$ cat config.mk
export PLATFORM = sky130hd
export DESIGN_NAME = gpio_bank
export DESIGN_NICKNAME = d
export VERILOG_FILES = /design/src/rtl/gpio_bank_pkg.sv /design/src/rtl/gpio_bank_sync.sv /design/src/rtl/gpio_bank_regs.sv /design/src/rtl/gpio_bank.sv
export SDC_FILE = /design/constraint.sdc
export NUM_CORES = 1
export LEC_CHECK = 0
export BUFFER_PORTS_ARGS = -buffer_cell sky130_fd_sc_hd__buf_2
export CAP_MARGIN = 0
export CORE_MARGIN = 3
export CORE_UTILIZATION = 50
export CTS_BUF_LIST = sky130_fd_sc_hd__clkbuf_2 sky130_fd_sc_hd__clkbuf_4 sky130_fd_sc_hd__clkbuf_8
export DETAILED_ROUTE_END_ITERATION = 16
export PLACE_DENSITY_LB_ADDON = 0.08
export SLEW_MARGIN = 20
export SYNTH_ARGS = -nofsm -noshare
export SYNTH_HDL_FRONTEND = slang
export SYNTH_SLANG_ARGS = --single-unit
$ cat constraint.sdc
create_clock -name clk_i -period 2.6 [get_ports clk_i]
set_clock_uncertainty 0.05 [all_clocks]
set_input_delay 0.13 -clock clk_i [delete_from_list [all_inputs] [get_ports clk_i]]
set_output_delay 0.13 -clock clk_i [all_outputs]
set_load 0.01 [all_outputs]
$ cat src/rtl/gpio_bank_pkg.sv
package gpio_bank_pkg;
  localparam int unsigned REG_W  = 32;
  localparam int unsigned HALF_W = 16;

  function automatic int unsigned lo_off(int unsigned bank);
    return 8 * bank;
  endfunction

  function automatic int unsigned hi_off(int unsigned bank);
    return 8 * bank + 4;
  endfunction

  function automatic int unsigned lvl_off(int unsigned bank);
    return 32'h60 + 4 * bank;
  endfunction

  function automatic int unsigned dir_off(int unsigned bank);
    return 32'h204 + 32'h40 * bank;
  endfunction

  function automatic int unsigned oen_off(int unsigned bank);
    return 32'h208 + 32'h40 * bank;
  endfunction

  function automatic logic [REG_W-1:0] impl_mask(int unsigned num_pins);
    logic [REG_W-1:0] m;
    for (int i = 0; i < REG_W; i++) m[i] = (i < num_pins);
    return m;
  endfunction

  // bank 0 pins 7 and 8 are output-only
  function automatic logic [REG_W-1:0] fixed_out_mask(int unsigned bank, int unsigned num_pins);
    logic [REG_W-1:0] m;
    m = '0;
    if (bank == 0) begin
      m[7] = 1'b1;
      m[8] = 1'b1;
    end
    return m & impl_mask(num_pins);
  endfunction
endpackage

$ cat src/rtl/gpio_bank_sync.sv
module gpio_bank_sync #(
  parameter int unsigned WIDTH = 32
) (
  input  logic             clk_i,
  input  logic             rst_ni,
  input  logic [WIDTH-1:0] d_i,
  output logic [WIDTH-1:0] q_o
);
  logic [WIDTH-1:0] meta_q, sync_q;

  always_ff @(posedge clk_i or negedge rst_ni) begin
    if (!rst_ni) begin
      meta_q <= '0;
      sync_q <= '0;
    end else begin
      meta_q <= d_i;
      sync_q <= meta_q;
    end
  end

  assign q_o = sync_q;
endmodule

$ cat src/rtl/gpio_bank_regs.sv
module gpio_bank_regs
  import gpio_bank_pkg::*;
#(
  parameter int unsigned BANK_IDX = 0,
  parameter int unsigned NUM_PINS = 32,
  parameter int unsigned ADDR_W   = 12
) (
  input  logic              clk_i,
  input  logic              rst_ni,
  input  logic              wr_en_i,
  input  logic [ADDR_W-1:0] addr_i,
  input  logic [REG_W-1:0]  wdata_i,
  output logic [REG_W-1:0]  out_q_o,
  output logic [REG_W-1:0]  dir_q_o,
  output logic [REG_W-1:0]  oen_q_o
);
  localparam logic [ADDR_W-1:0] LO_A  = ADDR_W'(lo_off(BANK_IDX));
  localparam logic [ADDR_W-1:0] HI_A  = ADDR_W'(hi_off(BANK_IDX));
  localparam logic [ADDR_W-1:0] DIR_A = ADDR_W'(dir_off(BANK_IDX));
  localparam logic [ADDR_W-1:0] OEN_A = ADDR_W'(oen_off(BANK_IDX));
  localparam logic [REG_W-1:0]  FIXED = fixed_out_mask(BANK_IDX, NUM_PINS);

  logic wr_lo, wr_hi, wr_dir, wr_oen;
  assign wr_lo  = wr_en_i && (addr_i == LO_A);
  assign wr_hi  = wr_en_i && (addr_i == HI_A);
  assign wr_dir = wr_en_i && (addr_i == DIR_A);
  assign wr_oen = wr_en_i && (addr_i == OEN_A);

  for (genvar i = 0; i < REG_W; i++) begin : g_pin
    if (i < NUM_PINS) begin : g_impl
      localparam int unsigned SUB = i % HALF_W;
      logic half_hit;
      assign half_hit = (i < HALF_W) ? wr_lo : wr_hi;

      always_ff @(posedge clk_i or negedge rst_ni) begin
        if (!rst_ni) begin
          out_q_o[i] <= 1'b0;
          oen_q_o[i] <= 1'b0;
        end else begin
          if (half_hit && !wdata_i[HALF_W+SUB]) out_q_o[i] <= wdata_i[SUB];
          if (wr_oen) oen_q_o[i] <= wdata_i[i];
        end
      end

      if (FIXED[i]) begin : g_fixed
        assign dir_q_o[i] = 1'b1;
      end else begin : g_free
        always_ff @(posedge clk_i or negedge rst_ni) begin
          if (!rst_ni)     dir_q_o[i] <= 1'b0;
          else if (wr_dir) dir_q_o[i] <= wdata_i[i];
        end
      end
    end else begin : g_absent
      assign out_q_o[i] = 1'b0;
      assign dir_q_o[i] = 1'b0;
      assign oen_q_o[i] = 1'b0;
    end
  end
endmodule

$ cat src/rtl/gpio_bank.sv
module gpio_bank
  import gpio_bank_pkg::*;
#(
  parameter int unsigned BANK_IDX = 0,
  parameter int unsigned NUM_PINS = 32,
  parameter int unsigned ADDR_W   = 12
) (
  input  logic              clk_i,
  input  logic              rst_ni,
  input  logic              wr_en_i,
  input  logic              rd_en_i,
  input  logic [ADDR_W-1:0] addr_i,
  input  logic [31:0]       wdata_i,
  output logic [31:0]       rdata_o,
  input  logic [31:0]       pin_i,
  output logic [31:0]       pin_o,
  output logic [31:0]       pin_oe_o
);
  localparam logic [ADDR_W-1:0] LVL_A = ADDR_W'(lvl_off(BANK_IDX));
  localparam logic [ADDR_W-1:0] DIR_A = ADDR_W'(dir_off(BANK_IDX));
  localparam logic [ADDR_W-1:0] OEN_A = ADDR_W'(oen_off(BANK_IDX));
  localparam logic [REG_W-1:0]  IMPL  = impl_mask(NUM_PINS);

  logic [REG_W-1:0] lvl_sync, out_q, dir_q, oen_q;

  gpio_bank_sync #(.WIDTH(REG_W)) u_sync (
    .clk_i  (clk_i),
    .rst_ni (rst_ni),
    .d_i    (pin_i),
    .q_o    (lvl_sync)
  );

  gpio_bank_regs #(
    .BANK_IDX (BANK_IDX),
    .NUM_PINS (NUM_PINS),
    .ADDR_W   (ADDR_W)
  ) u_regs (
    .clk_i   (clk_i),
    .rst_ni  (rst_ni),
    .wr_en_i (wr_en_i),
    .addr_i  (addr_i),
    .wdata_i (wdata_i),
    .out_q_o (out_q),
    .dir_q_o (dir_q),
    .oen_q_o (oen_q)
  );

  always_ff @(posedge clk_i or negedge rst_ni) begin
    if (!rst_ni) begin
      rdata_o <= '0;
    end else if (rd_en_i) begin
      case (addr_i)
        LVL_A:   rdata_o <= lvl_sync & IMPL;
        DIR_A:   rdata_o <= dir_q;
        OEN_A:   rdata_o <= oen_q;
        default: rdata_o <= '0;
      endcase
    end else begin
      rdata_o <= '0;
    end
  end

  assign pin_o    = out_q;
  assign pin_oe_o = dir_q & oen_q;
endmodule

# Word level (Yosys, flattened, before mapping)
# Cells that the tools add are included.
# totals
input_bits,80
reg_bits,190
elab_cells,157
output_inout_bits,96
# classes
n_bitwise,1
n_reduce_logical,53
eq_ne,4
mux,2
# op_table
operator,n
32-bit case mux with 3 select lines,1
1-bit logical AND,36
32-bit bitwise AND,1
32-bit 2-to-1 mux,1
12-bit by 10-bit equality test with 1-bit output (second input constant),2
1-bit logical NOT,16
12-bit by 3-bit equality test with 1-bit output (second input constant),1
12-bit by 7-bit equality test with 1-bit output (second input constant),1
12-bit logical NOT,1

# Logic depth before layout (Yosys ltp)
# depth
word_depth,3
depth_mapped,5
mapped_depth_nobuf,3

# Hierarchy
# From an unflattened synthesis, not the netlist that was laid out.
# hier_totals
hier_cells,554
hier_area_um2,7553.5
# by_module_without_submodules
module,seq_area_each_um2,cells_each,instances,area_per_inst_um2
gpio_bank_regs,2352.3,287,1,4108.9
gpio_bank,800.8,203,1,1843.0
gpio_bank_sync,1601.5,64,1,1601.5

# Worst setup path before layout
# Ideal clock, no wire load.
# synth_timing
kind,input to register
startpoint,in addr_i[7]
endpoint,reg u_regs.oen_q_o[0]
setup_slack_ps,1107
t_required_ps,2422
cell_stages,4
arrival_ps,1315
cell_sequence,nor4_4 nand4_1 buf_2 mux2_1
# synth_between
elab_chain_cells,2
# synth_rtl
item,line,source
start: declaration,gpio_bank.sv:12,"input logic [ADDR_W-1:0] addr_i,"
12-bit by 10-bit equality test with 1-bit output,gpio_bank_regs.sv:27,assign wr_oen = wr_en_i && (addr_i == OEN_A);
1-bit logical AND,gpio_bank_regs.sv:27,
end signal: indexed assignment,gpio_bank_regs.sv:41,if (wr_oen) oen_q_o[i] <= wdata_i[i];
end: declaration,gpio_bank_regs.sv:15,output logic [REG_W-1:0] oen_q_o
# No other way between the ends.
# A chain may end at the register's enable or synchronous reset.

# Worst setup path in the final report
# layout_timing
startpoint,in addr_i[8]
endpoint,reg rdata_o[20]
# layout_between
elab_chain_cells,3
word_cells_on_any_way,5
classes_between,eq/ne: 3; mux: 2
# layout_rtl
item,line,source
12-bit by 10-bit equality test with 1-bit output or 12-bit by 7-bit equality test with 1-bit output (tied branches),gpio_bank.sv:52,case (addr_i)
32-bit case mux with 3 select lines *,gpio_bank.sv:52,
32-bit 2-to-1 mux *,gpio_bank.sv:51,end else if (rd_en_i) begin
end signal: assignment,gpio_bank.sv:53,LVL_A: rdata_o <= lvl_sync & IMPL;
end signal: assignment,gpio_bank.sv:54,DIR_A: rdata_o <= dir_q;
end signal: assignment,gpio_bank.sv:55,OEN_A: rdata_o <= oen_q;
end: declaration,gpio_bank.sv:14,"output logic [31:0] rdata_o,"
# Every way passes the cells marked *; elsewhere a longest branch is shown, timed or not.

==> flow_summary_export.csv <==
group,metric,value,unit
status,status,"completed",
global_routing,grt_pass1_vias,5233,
routing,wl_per_cell,19.19,µm
synthesis,synth_compound_area_frac,0.07365,
synthesis,synth-edff-count,0,
routing,via_count,4936,
synthesis,yosysWarnings,0,
synthesis,ys_seq_area_frac,0.6680,
floorplanning,start_util,0.5250,
synthesis,synthFlopType,"dfrtp_1",
synthesis,synth-simple-area-share,0.09053,
synthesis,synthesis.area,7118,µm²
routing,via_per_inst,5.460,
routing,ant_nets,0,
floorplanning,dieWidth,125.3,µm
pwr,p_total,5163,µW
final_layout,fillers,976,
routing,drt_pre_antenna_iters,6,
critical_path,crit_required,2.93,ns
final_layout,area_delta_synth_final,30.39,%
pwr,p_leak,0.004687,µW
flow_run,drv_cap,0,
critical_path,critPathMaxStageDelay,0.51,ns
floorplanning,die_h,125.3,µm
placed_design,port_buffers,175,
global_routing,grt_first_pass_wirelength,27.79,mm
floorplanning,num_io_pins,176,
final_layout,layout.nets,795,
pwr,powerDensity,556.3,nW/µm²
final_layout,layout_common_cells,"dfrtp_1, buf_2, dlygate4sd3_1",
floorplanning,core,13560,µm²
cts,cts_setup_buffers,0,
synthesis,synthCells,471,
global_routing,grt_start_max_net_pins,88,
synthesis,ys_seq_elements,190,
routing,drc,0,
sta,relSlewSlack,0.5133,
cts,clockBufferDepth,2,
sta,report.final.setup_viol,0,
cts,cts_tree,"done",
cts,insertion_delay,0.46,ns
final_layout,antenna_cells,0,
cts,cts_buffers,17,
synthesis,synth.mux.area_fraction,0.1487,
synthesis,syn-num-nets,551,
critical_path,reg2reg_slack,1.66,ns
placed_design,dp_hpwl,11.43,mm
global_routing,gr-total-overflow,0,
critical_path,critPathTopFamily,"compound AO/OA/AOI/OAI gates",
critical_path,cp_slowest_cell,"o2111ai_2",
floorplanning,dieArea,15700,µm²
sta,fmax,0.7001,GHz
routing,drt-total-wl,17.35,mm
critical_path,path_cells,"buf_2 > nor4b_2 > o2111ai_2 > buf_4 > o2bb2ai_1",
cts,cts_max_level,4,
sta,slew_violations,0,
synthesis,syn_area_per_cell,15.11,µm²
synthesis,synth_top_family_by_area,"multiplexers",
sta,layout_min_cycle_time,1.428,ns
hold_path,hold_class,"primary input to register",
placed_design,gp_congestion,0.8174,
synthesis,synth-adder-area-share,0,
sta,min_period_over_period,0.5493,
critical_path,critPathKind,"primary input to register",
synthesis,synth-xor-area-share,0,
critical_path,end_kind,"register",
pwr,ir_drop,0.5444,mV
sta,rsz0062_at_grt,"false",
synthesis,async_reset_ff_frac,1.000,
floorplanning,rows,42,
sta,tns,0,ns
global_routing,track_usage,0.2271,
routing,drt-initial-drc-count,371,
cts,clk_pin_slew_worst_paths,0.10,ns
sta,layout_setup_ws,1.172,ns
cts,clock_sinks,190,
sta,worstMarginPinSlew,0.7300,ns
critical_path,cp-start-kind,"primary input",
final_layout,layout-drive-gt1-share,0.3997,
critical_path,critical_path_arrival,1.76,ns
placed_design,post-place-ws,0.6745,ns
synthesis,synth_cell_types,22,
critical_path,crit_buf_inv,2,
critical_path,cp_max_fo,11,
final_layout,final_common_cell,"dfrtp_1",
sta,hold_viol,0,
cts,cts_root_buf,"clkbuf_8",
global_routing,antenna_found_initial,0,
## cell type report
type,instances,area (µm²),share of cell area
Tap cell,176,220.2,0.02373
Multi-Input combinational cell,251,2256,0.2431
Clock buffer,18,241.5,0.02602
Timing Repair Buffer,255,1673,0.1802
Clock inverter,14,136.4,0.01469
Sequential cell,190,4755,0.5123
## worst reg2reg max path: cells and delay by family, from the launching register on
family | cells | cell delay (ns)
DFF | 1 | 0.40
AOI/OAI and AO/OA | 2 | 0.36
## cells in the mapped netlist, types with 2 or more instances
master	number	area, µm²
nor4_2	2	25.02
o2bb2ai_1	32	280.3
a21oi_1	2	10.01
mux2_1	34	382.9
buf_1	2	7.510
buf_4	2	15.01
and2_1	30	187.7
a22oi_1	30	225.2
nor2b_1	18	112.6
clkbuf_1	13	48.80
buf_2	13	65.06
dfrtp_1	190	4755
mux2_2	60	675.7
nand4_1	34	212.7
nor4b_2	2	30.03
## cell families (layout without fill, tap and decap cells)
family | count (synthesis) | after routing
flip-flops | 190 | 190
AND/OR/NAND/NOR | 92 | 92
buffers and inverters | 30 | 287
AO/OA/AOI/OAI | 65 | 65
multiplexers | 94 | 94
## through the flow
step / cell area, µm² / util / std cells / hold slack [ns]
finish: 9281 / 0.6846 / 904 / 0.1472
global route: 9281 / 0.6846 / 904 / 0.1222
detailed placement: 8253 / 0.6087 / 807 / 0.1882
global placement: 8253 / 0.6087 / 807 / 0.1775
CTS: 9281 / 0.6846 / 904 / 0.1186
floorplan: 7118 / - / 471 / -0.2156
## state kept, by name (all words and copies together) (netlist names)
name / cells
u_sync.meta_q: 32
rdata_o: 32
u_regs.dir_q_o: 30
u_regs.oen_q_o: 32
u_regs.out_q_o: 32
u_sync.q_o: 32
## worst paths after layout
| kind | depth (start not counted) | to | from |
|---|---|---|---|
| hold reg to reg | 0 | u_sync.q_o[22]$_DFF_PN0_ | u_sync.meta_q[22]$_DFF_PN0_ |
| hold / removal | 4 | rdata_o[7]$_DFF_PN0_ | rd_en_i |
| min in group asynchronous | 2 | u_sync.meta_q[31]$_DFF_PN0_ | rst_ni |
| setup reg to reg | 2 | rdata_o[2]$_DFF_PN0_ | u_regs.oen_q_o[2]$_DFFE_PN0P_ |
| max in group asynchronous | 3 | u_regs.dir_q_o[13]$_DFFE_PN0P_ | rst_ni |
| setup / recovery | 5 | rdata_o[20]$_DFF_PN0_ | addr_i[8] |
## power by group
group	internal, µW	switching (µW)	total (µW)
clock network	784	1050	1830
logic	138	167	305
registers	3010	16.8	3020
## metal layers
| metal | part of all wire | GRT usage | vias to the layer above |
|---|---|---|---|
| met3 | 0.060 | 0.05800 | 36 |
| met2 | 0.48 | 0.3660 | 194 |
| met4 | 0.023 | 0.07972 | 0 |
| met1 | 0.43 | 0.3027 | 2483 |
| li1 | - | - | 2223 |
| met5 | 0 | 0 | - |
## what timing repair did
action / 4_1_cts / 5_1_grt
resized for setup: 0 / 0
hold endpoints to repair: 211 / 0
hold buffers: 65 / 0
endpoints found under the setup margin: 0 / 0
Note: power is estimated with default switching activity, not from simulation.
